[src/rtl/xlat_pkg.sv]
package xlat_pkg;

    typedef enum logic [1:0] {
        RGT_RO   = 2'd0,
        RGT_RW   = 2'd1,
        RGT_EX   = 2'd2,
        RGT_NONE = 2'd3
    } rights_e;

    typedef enum logic [1:0] {
        ACC_LOAD  = 2'd0,
        ACC_STORE = 2'd1,
        ACC_FETCH = 2'd2,
        ACC_RSVD  = 2'd3
    } kind_e;

endpackage

[src/rtl/xlat_perm.sv]
module xlat_perm (
    input  xlat_pkg::rights_e rights_i,
    input  xlat_pkg::kind_e   kind_i,
    output logic              allow_o
);
    import xlat_pkg::*;

    always_comb begin
        unique case (rights_i)
            RGT_RO:   allow_o = (kind_i == ACC_LOAD);
            RGT_RW:   allow_o = (kind_i == ACC_LOAD) || (kind_i == ACC_STORE);
            RGT_EX:   allow_o = (kind_i == ACC_FETCH);
            default:  allow_o = 1'b0;
        endcase
    end

endmodule

[src/rtl/xlat_match.sv]
module xlat_match #(
    parameter int ENTRIES = 16,
    parameter int VPN_W   = 22,
    localparam int IDX_W  = (ENTRIES > 1) ? $clog2(ENTRIES) : 1
) (
    input  logic [ENTRIES-1:0]            valid_i,
    input  logic [ENTRIES-1:0][VPN_W-1:0] vpn_i,
    input  logic [VPN_W-1:0]              look_vpn_i,
    output logic                          any_o,
    output logic                          multi_o,
    output logic [IDX_W-1:0]              idx_o
);
    logic [ENTRIES-1:0] eq;

    for (genvar g = 0; g < ENTRIES; g++) begin : g_cmp
        assign eq[g] = valid_i[g] && (vpn_i[g] == look_vpn_i);
    end

    always_comb begin
        idx_o = '0;
        for (int i = ENTRIES - 1; i >= 0; i--) begin
            if (eq[i]) idx_o = IDX_W'(i);
        end
    end

    assign any_o   = |eq;
    assign multi_o = ($countones(eq) > 1);

endmodule

[src/rtl/xlat_store.sv]
module xlat_store #(
    parameter int ENTRIES = 16,
    parameter int VPN_W   = 22,
    parameter int PPN_W   = 22,
    localparam int IDX_W  = (ENTRIES > 1) ? $clog2(ENTRIES) : 1
) (
    input  logic                          clk,
    input  logic                          rst_n,
    input  logic                          wr_en_i,
    input  logic [IDX_W-1:0]              wr_idx_i,
    input  logic [VPN_W-1:0]              wr_vpn_i,
    input  logic [PPN_W-1:0]              wr_ppn_i,
    input  logic [1:0]                    wr_rights_i,
    input  logic                          wr_valid_i,
    input  logic                          wr_dirty_i,
    input  logic                          wr_ref_i,
    input  logic                          inval_all_i,
    input  logic                          clr_ref_i,
    input  logic                          touch_en_i,
    input  logic [IDX_W-1:0]              touch_idx_i,
    input  logic                          touch_dirty_i,
    output logic [ENTRIES-1:0]            valid_o,
    output logic [ENTRIES-1:0]            dirty_o,
    output logic [ENTRIES-1:0]            ref_o,
    output logic [ENTRIES-1:0][1:0]       rights_o,
    output logic [ENTRIES-1:0][VPN_W-1:0] vpn_o,
    output logic [ENTRIES-1:0][PPN_W-1:0] ppn_o
);
    typedef struct packed {
        logic [ENTRIES-1:0]            valid;
        logic [ENTRIES-1:0]            dirty;
        logic [ENTRIES-1:0]            refd;
        logic [ENTRIES-1:0][1:0]       rights;
        logic [ENTRIES-1:0][VPN_W-1:0] vpn;
        logic [ENTRIES-1:0][PPN_W-1:0] ppn;
    } store_t;

    store_t st_d, st_q;

    logic wr_ok, touch_ok;
    assign wr_ok    = wr_en_i && (int'(wr_idx_i) < ENTRIES);
    assign touch_ok = touch_en_i && (int'(touch_idx_i) < ENTRIES);

    always_comb begin
        st_d = st_q;
        if (clr_ref_i)   st_d.refd  = '0;
        if (inval_all_i) st_d.valid = '0;
        if (touch_ok) begin
            st_d.refd[touch_idx_i] = 1'b1;
            if (touch_dirty_i) st_d.dirty[touch_idx_i] = 1'b1;
        end
        if (wr_ok) begin
            st_d.valid[wr_idx_i]  = wr_valid_i;
            st_d.dirty[wr_idx_i]  = wr_dirty_i;
            st_d.refd[wr_idx_i]   = wr_ref_i;
            st_d.rights[wr_idx_i] = wr_rights_i;
            st_d.vpn[wr_idx_i]    = wr_vpn_i;
            st_d.ppn[wr_idx_i]    = wr_ppn_i;
        end
    end

    always_ff @(posedge clk) begin
        if (!rst_n) st_q <= '0;
        else        st_q <= st_d;
    end

    assign valid_o  = st_q.valid;
    assign dirty_o  = st_q.dirty;
    assign ref_o    = st_q.refd;
    assign rights_o = st_q.rights;
    assign vpn_o    = st_q.vpn;
    assign ppn_o    = st_q.ppn;


    ref_set_chk: assert property (@(posedge clk) disable iff (!rst_n)
        (touch_ok && !(wr_en_i && wr_idx_i == touch_idx_i)) |=> st_q.refd[$past(touch_idx_i)]);


    dirty_set_chk: assert property (@(posedge clk) disable iff (!rst_n)
        (touch_ok && touch_dirty_i && !(wr_en_i && wr_idx_i == touch_idx_i))
            |=> st_q.dirty[$past(touch_idx_i)]);


    inval_all_chk: assert property (@(posedge clk) disable iff (!rst_n)
        (inval_all_i && !wr_en_i) |=> (st_q.valid == '0));


    clr_ref_chk: assert property (@(posedge clk) disable iff (!rst_n)
        (clr_ref_i && !touch_en_i && !wr_en_i) |=> (st_q.refd == '0));

endmodule

[src/rtl/sw_xlat_buffer.sv]
module sw_xlat_buffer #(
    parameter int ENTRIES    = 16,
    parameter int VA_W       = 32,
    parameter int PA_W       = 32,
    parameter int PAGE_BYTES = 1024,
    localparam int OFF_W     = $clog2(PAGE_BYTES),
    localparam int VPN_W     = VA_W - OFF_W,
    localparam int PPN_W     = PA_W - OFF_W,
    localparam int IDX_W     = (ENTRIES > 1) ? $clog2(ENTRIES) : 1
) (
    input  logic             clk,
    input  logic             rst_n,
    input  logic             lk_valid,
    input  logic [VA_W-1:0]  lk_vaddr,
    input  logic [1:0]       lk_kind,
    output logic             lk_hit,
    output logic             lk_miss,
    output logic             lk_fault,
    output logic             lk_multi,
    output logic [PA_W-1:0]  lk_paddr,
    input  logic             mg_wr_en,
    input  logic [IDX_W-1:0] mg_idx,
    input  logic [VPN_W-1:0] mg_wr_vpn,
    input  logic [PPN_W-1:0] mg_wr_ppn,
    input  logic [1:0]       mg_wr_rights,
    input  logic             mg_wr_valid,
    input  logic             mg_wr_dirty,
    input  logic             mg_wr_ref,
    input  logic             mg_inval_all,
    input  logic             mg_clr_ref,
    output logic             mg_rd_valid,
    output logic             mg_rd_dirty,
    output logic             mg_rd_ref,
    output logic [1:0]       mg_rd_rights
);
    import xlat_pkg::*;

    logic [ENTRIES-1:0]            e_valid, e_dirty, e_ref;
    logic [ENTRIES-1:0][1:0]       e_rights;
    logic [ENTRIES-1:0][VPN_W-1:0] e_vpn;
    logic [ENTRIES-1:0][PPN_W-1:0] e_ppn;

    logic             m_any, m_multi, allow, hit_w;
    logic [IDX_W-1:0] m_idx;
    logic [VPN_W-1:0] look_vpn;
    logic [OFF_W-1:0] look_off;

    assign look_vpn = lk_vaddr[VA_W-1:OFF_W];
    assign look_off = lk_vaddr[OFF_W-1:0];

    xlat_match #(.ENTRIES(ENTRIES), .VPN_W(VPN_W)) u_match (
        .valid_i    (e_valid),
        .vpn_i      (e_vpn),
        .look_vpn_i (look_vpn),
        .any_o      (m_any),
        .multi_o    (m_multi),
        .idx_o      (m_idx)
    );

    xlat_perm u_perm (
        .rights_i (rights_e'(e_rights[m_idx])),
        .kind_i   (kind_e'(lk_kind)),
        .allow_o  (allow)
    );

    assign hit_w = lk_valid && m_any && allow;

    xlat_store #(.ENTRIES(ENTRIES), .VPN_W(VPN_W), .PPN_W(PPN_W)) u_store (
        .clk           (clk),
        .rst_n         (rst_n),
        .wr_en_i       (mg_wr_en),
        .wr_idx_i      (mg_idx),
        .wr_vpn_i      (mg_wr_vpn),
        .wr_ppn_i      (mg_wr_ppn),
        .wr_rights_i   (mg_wr_rights),
        .wr_valid_i    (mg_wr_valid),
        .wr_dirty_i    (mg_wr_dirty),
        .wr_ref_i      (mg_wr_ref),
        .inval_all_i   (mg_inval_all),
        .clr_ref_i     (mg_clr_ref),
        .touch_en_i    (hit_w),
        .touch_idx_i   (m_idx),
        .touch_dirty_i (lk_kind == ACC_STORE),
        .valid_o       (e_valid),
        .dirty_o       (e_dirty),
        .ref_o         (e_ref),
        .rights_o      (e_rights),
        .vpn_o         (e_vpn),
        .ppn_o         (e_ppn)
    );

    assign lk_hit   = hit_w;
    assign lk_miss  = lk_valid && !m_any;
    assign lk_fault = lk_valid && m_any && !allow;
    assign lk_multi = lk_valid && m_multi;
    assign lk_paddr = hit_w ? {e_ppn[m_idx], look_off} : '0;

    assign mg_rd_valid  = e_valid[mg_idx];
    assign mg_rd_dirty  = e_dirty[mg_idx];
    assign mg_rd_ref    = e_ref[mg_idx];
    assign mg_rd_rights = e_rights[mg_idx];


    outcome_excl_chk: assert property (@(posedge clk) disable iff (!rst_n)
        lk_valid |-> $onehot({lk_hit, lk_miss, lk_fault}));


    idle_quiet_chk: assert property (@(posedge clk) disable iff (!rst_n)
        !lk_valid |-> !(lk_hit || lk_miss || lk_fault || lk_multi));


    offset_pass_chk: assert property (@(posedge clk) disable iff (!rst_n)
        lk_hit |-> (lk_paddr[OFF_W-1:0] == lk_vaddr[OFF_W-1:0]));


    miss_zero_chk: assert property (@(posedge clk) disable iff (!rst_n)
        (lk_miss || lk_fault) |-> (lk_paddr == '0));

endmodule

[config.mk]
export PLATFORM = sky130hd
export DESIGN_NAME = sw_xlat_buffer
export DESIGN_NICKNAME = d
export VERILOG_FILES = /design/src/rtl/xlat_pkg.sv /design/src/rtl/xlat_perm.sv /design/src/rtl/xlat_match.sv /design/src/rtl/xlat_store.sv /design/src/rtl/sw_xlat_buffer.sv
export SDC_FILE = /design/constraint.sdc
export NUM_CORES = 2
export LEC_CHECK = 0
export BUFFER_PORTS_ARGS = -buffer_cell sky130_fd_sc_hd__buf_2
export CAP_MARGIN = 20
export CORE_MARGIN = 3
export CORE_UTILIZATION = 45
export CTS_BUF_LIST = sky130_fd_sc_hd__clkbuf_16
export DETAILED_ROUTE_END_ITERATION = 8
export PLACE_DENSITY = 0.7
export SETUP_SLACK_MARGIN = 0.05
export SLEW_MARGIN = 20
export SYNTH_ARGS = -nofsm -noshare
export SYNTH_HDL_FRONTEND = slang
export SYNTH_SLANG_ARGS = --single-unit
[constraint.sdc]
create_clock -name clk -period 6 [get_ports clk]
set_clock_uncertainty 0.2 [all_clocks]
set_input_delay 0.6 -clock clk [delete_from_list [all_inputs] [get_ports clk]]
set_output_delay 0.6 -clock clk [all_outputs]
set_load 0.005 [all_outputs]
=== Word level (Yosys, flattened, before mapping) ===
Cells that the tools add are included.

* Bits in registers: 784
* Bits of input ports: 93
* Output and inout port bits: 41
* Logic and storage cells: 171

* Add/subtract/negate cells: 15
* Order comparisons: 5
* Eq/ne operators: 20
* Muxes and demuxes: 49
* Bitwise operators: 2
* Reduce and logical (&&, ||, !) cells: 29

{| class="wikitable"
|+ Operators by type and width
! operator !! count
|-
| $mux W784 || 1
|-
| $bwmux W352 || 2
|-
| $eq A22 B22 Y1 || 16
|-
| $add A32 B32 Y32 || 7
|-
| $bmux W22 S4 || 1
|-
| $demux W22 S4 || 1
|-
| $mux W32 || 2
|-
| $mux W4 || 16
|-
| $bwmux W16 || 3
|-
| $mux W16 || 3
|-
| $mux W22 || 2
|-
| $bwmux W32 || 1
|-
| $gt A32 B2 Y1 const B || 1
|-
| $or A16 B16 Y16 || 2
|-
| $logic_and A1 B1 Y1 || 23
|-
| $add A1 B1 Y2 || 8
|-
| $bmux W2 S4 || 2
|-
| $reduce_or A16 Y1 || 1
|-
| $bmux W1 S4 || 3
|-
| $lt A4 B5 Y1 const B || 2
|-
| $demux W1 S4 || 2
|-
| $demux W2 S4 || 1
|-
| $ge A4 B1 Y1 const B || 2
|-
| $mux W2 || 3
|-
| other kinds (7) || 15
|}

=== Logic depth before layout (Yosys ltp) ===
* Depth in word-level cells: 27
* Depth in mapped cells: 22
* Mapped depth without buffers: 19

=== By module ===
Synthesis repeated with hierarchy kept, for this count alone.

* Cell total of the unflattened synthesis: 4639
* Area total of the unflattened synthesis: 41120.7 um^2

{| class="wikitable"
|+ By module, submodules not included
! module !! times used !! cells an instance !! area each (um^2) !! sequential area each (um^2)
|-
| xlat_store || 1 || 3725 || 32397.3 || 15695.1
|-
| xlat_match || 1 || 591 || 4724.5 || 0.0
|-
| sw_xlat_buffer || 1 || 320 || 3961.3 || 0.0
|-
| xlat_perm || 1 || 3 || 37.5 || 0.0
|}

=== Least setup slack after synthesis ===
OpenSTA, ideal clock, no wires.

* Path type: input to output
* From: input port lk_vaddr[18]
* To: output port lk_multi
* Arrival time: 5086 ps
* Data required time: 5200 ps
* Slack: 114 ps
* Stages on the path: 17
* Path buffers: 2
* Cells stage by stage: buf_4 -> buf_6 -> xor2_1 -> or4b_1 -> nor3_4 -> inv_2 -> ha_1 -> fa_1 -> inv_1 -> fa_1 -> inv_1 -> fa_1 -> fa_1 -> ha_1 -> fa_1 -> nor3_1 -> a21oi_1

* Word-level cells in the longest chain between the ends: 8
* Elaborated cells on any way between the ends: 49
* Those cells by class: add/sub (15); order compare (1); eq/ne (16); reduce/logical (17)

{| class="wikitable"
|+ Ends and longest elaborated chain
! element !! RTL line !! text
|-
| from (decl) || sw_xlat_buffer.sv:14 || <nowiki>input logic [VA_W-1:0] lk_vaddr,</nowiki>
|-
| $eq A22 B22 Y1 || xlat_match.sv:16 || <nowiki>assign eq[g] = valid_i[g] && (vpn_i[g] == look_vpn_i);</nowiki>
|-
| $logic_and A1 B1 Y1 || xlat_match.sv:16 ||
|-
| $add A1 B1 Y2 (not written as such) || xlat_match.sv:27 || <nowiki>assign multi_o = ($countones(eq) > 1);</nowiki>
|-
| $add A32 B32 Y32 (not written as such) (2 in a row) || xlat_match.sv:27 ||
|-
| $add A32 B32 Y32 (not written as such) * || xlat_match.sv:27 ||
|-
| $gt A32 B2 Y1 * || xlat_match.sv:27 ||
|-
| $logic_and A1 B1 Y1 * || sw_xlat_buffer.sv:95 || <nowiki>assign lk_multi = lk_valid && m_multi;</nowiki>
|-
| to (decl) || sw_xlat_buffer.sv:19 || <nowiki>output logic lk_multi,</nowiki>
|}

Every way passes the cells marked *; elsewhere a longest branch is shown, timed or not.

==> flow_metrics.env <==
export IMPL_status="finished, violations left"
export IMPL_violations="negative setup slack"
export IMPL_vdd_drop_max_v=0.000237
export IMPL_ys_flop_type="dfxtp_1"
export IMPL_cts_buffer_depth=3
export IMPL_avgSynthCellArea_sq_um=7.86
export IMPL_slew_headroom_pct=14.3
export IMPL_htree_levels=3
export IMPL_dieArea_sq_um=93100
export IMPL_ys_types=87
export IMPL_dr_pass1_iters=6
export IMPL_place_area_sq_um=43700
export IMPL_ys_seq_area_share_pct=39.0
export IMPL_final_cell_area_sq_um=47700
export IMPL_start_util_pct=45.5
export IMPL_grt_antenna_before_repair=7
export IMPL_root_buffer="clkbuf_16"
export IMPL_drive_gt1_share_pct=16.0
export IMPL_worstMarginPinSlew_ns=1.29
export IMPL_dp_cells=6301
export IMPL_cp_max_fo=2
export IMPL_start_kind="register"
export IMPL_yosysTopAreaCell="dfxtp_1"
export IMPL_overflow=0
export IMPL_nets=5372
export IMPL_ys_warn_count=0
export IMPL_drv_cap=0
export IMPL_timing_rr_end="u_store.ref_o[9]"
export IMPL_grt_pass1_vias=35600
export IMPL_rrSetupSlack_ns=1.51
export IMPL_reg2regPathDepth=16
export IMPL_worstHoldStart="mg_wr_ppn[2]"
export IMPL_area_growth_pct=18.4
export IMPL_grt_max_degree=266
export IMPL_synth_area_top_cells="dfxtp_1 (39%), nand2_1 (17%), a21boi_0 (14%), xor2_1 (4.9%), clkbuf_1 (3.7%)"
export IMPL_drcViolationCount=0
export IMPL_cp_slowest_cell="fa_1"
export IMPL_place_congestion=1.01
export IMPL_required_ns=5.20
export IMPL_path_buf_inv=6
export IMPL_holdWs_ns=0.144
export IMPL_fin_cells=6488
export IMPL_place_hpwl_um=95400
export IMPL_port_buffers=133
export IMPL_insertion_delay_ns=0.66
export IMPL_finalSetupTns_ns=-0.793
export IMPL_ys_ff_latch=784
export IMPL_synth_nets=5243
export IMPL_fp_dieH_um=305
export IMPL_clock_sinks=784
export IMPL_synth_top_area_share_pct=39.0
export IMPL_gr_usage_all_layers_pct=31.3
export IMPL_drt_iter0_drc=4364
export IMPL_core_sq_um=88500
export IMPL_die_w_um=305
export IMPL_crit_family="adder cells"
export IMPL_wl_per_cell_um=23.4
export IMPL_cp_arrival_ns=5.72
export IMPL_hold_class="in -> reg"
export IMPL_vias=37600
export IMPL_grt_pass1_wl_um=224000
export IMPL_crit_path_end_kind="output pin"
export IMPL_p_per_area_nw_per_um2=246
export IMPL_row_count=109
export IMPL_min_path_cells=3
export IMPL_synthCells=5119
export IMPL_min_period_ns=6.52
export IMPL_async_flop_share_pct=0
export IMPL_crit_chain="xnor2_2 -> nand2_1 -> or3b_4 -> nor4_4 -> buf_4 -> inv_2 -> ha_1 -> fa_1 -> inv_1 -> fa_1 -> inv_1 -> fa_2 -> fa_1 -> ha_2 -> fa_2 -> nor3_2 -> a21oi_2 -> buf_4 -> buf_2"
export IMPL_slowest_delay_ns=0.53
export IMPL_dp_slack_ns=-0.718
export IMPL_post_route_period_util_pct=109
export IMPL_crit_top_cell="fa_1"
export IMPL_ant_nets=0
export IMPL_drt_wl_total_um=152000
export IMPL_grt_setup_unrepaired="yes"
export IMPL_crit_type="reg -> out"
export IMPL_path_clk_slew_ns=0.07
export IMPL_slew_viol_final=0
export IMPL_synth_cell_area_sq_um=40300
export IMPL_synth_edf_count=0
export IMPL_cts_hold_fix_buffers=0
export IMPL_setup_slack_ns=-0.524
export IMPL_numCtsBuffers=85
export IMPL_hold_viol=0
export IMPL_vias_per_cell=5.79
export IMPL_cts_tree="yes"
export IMPL_total_leakage_power_nw=17.6
export IMPL_io_pins=134
export IMPL_setup_viol=7
export IMPL_fmax_ghz=0.153
per-stage QoR:
step,power (mW),utilization (%)
after floorplan,5.97,-
after global placement,6.39,49.4
after detailed placement,6.40,49.4
after CTS,11.7,53.0
after global routing,12.0,53.8
final,11.7,53.8
logic make-up after synthesis:
family	after synthesis	synth area share, %
xor+xnor	361	7.87
flops	784	39.0
simple gates	2308	24.5
mux	114	3.62
fa+ha+maj	31	1.17
compound gates	1017	18.6
buf+inv	504	5.18
power breakdown:
part | internal [mW] | switching, mW | leakage (nW) | total [mW]
logic | 0.388 | 0.642 | 9.78 | 1.03
registers | 5.27 | 0.0467 | 6.33 | 5.32
clock network | 3.08 | 2.29 | 1.44 | 5.38
synthesized netlist by cell type, types with 18 or more instances:
master / count
o21ai_0: 46
or3_1: 18
and3_1: 61
nand2_1: 1841
a21oi_1: 111
ha_1: 20
buf_4: 29
xor2_1: 227
nor3_1: 32
mux4_2: 25
nor4_1: 84
inv_1: 31
o31ai_1: 18
nand3_1: 58
dfxtp_1: 784
nand3b_1: 18
a21boi_0: 753
buf_1: 18
clkbuf_1: 394
buf_2: 18
xnor2_1: 133
mux2i_1: 88
nand4_1: 60
nor2_1: 36
o22ai_1: 27
layout make-up:
type	count	area [sq um]
Timing Repair Buffer	509	4120
Inverter	37	143
Clock inverter	72	663
Antenna cell	3	7.51
Multi-Input combinational cell	3831	23400
Sequential cell	784	15700
Tap cell	1165	1460
Clock buffer	87	2180
Fill cell	8000	40900
metal layers:
metal	GRT usage [%]	vias up	part of all wire, %
li1	-	17200	-
met1	42.9	17900	41
met2	47.6	2020	43
met3	6.41	441	11
met4	13.5	6	4.7
met5	0	-	0.031
cells in the final DEF, fill, tap and decap left out, types with 12 or more instances in the layout:
master,synthesis,routed
a2111oi_4,7,17
a21boi_0,753,753
a21oi_1,111,108
and3_1,61,61
buf_12,0,34
buf_2,18,108
buf_4,29,329
buf_6,8,28
clkbuf_16,0,88
clkinv_1,0,20
clkinv_2,0,18
dfxtp_1,784,771
dfxtp_2,0,12
ha_1,20,18
inv_1,31,43
mux2i_1,88,88
mux4_2,25,25
nand2_1,1841,1829
nand3_1,58,53
nand3b_1,18,18
nand4_1,60,60
nor2_1,36,22
nor2_4,0,12
nor3_1,32,22
nor4_1,84,79
o21ai_0,46,43
o22ai_1,27,27
o31ai_1,18,16
or3_1,18,13
or3b_2,15,15
or4_1,15,13
xnor2_1,133,107
xnor2_2,1,26
xor2_1,227,223
tightest hold or removal path: stages:
cell and delay, ns:
buf_2 0.20, nand2_1 0.08, a21boi_0 0.07
worst max-delay path by stage:
| stage | from | endpoint | slack [ns] | cells past startpoint |
|---|---|---|---|---|
| 2_1_floorplan | lk_vaddr[18] | lk_multi | 0.11 | 17 |
| 3_3_place_gp | lk_vaddr[18] | lk_multi | -0.69 | 20 |
| 3_5_place_dp | lk_vaddr[18] | lk_multi | -0.72 | 19 |
| 4_1_cts | register | lk_multi | -0.51 | 18 |
| 5_1_grt | register | lk_multi | -0.67 | 18 |
| 6_report | register | lk_multi | -0.52 | 19 |
what timing repair did:
item | in CTS | in global routing
setup endpoints to repair | 34 | 34
pin swaps | 42 | 44
cloned | 0 | 1
resized for setup | 51 | 117
buffers inserted | 21 | 17
(Power assumes the default switching activity.)
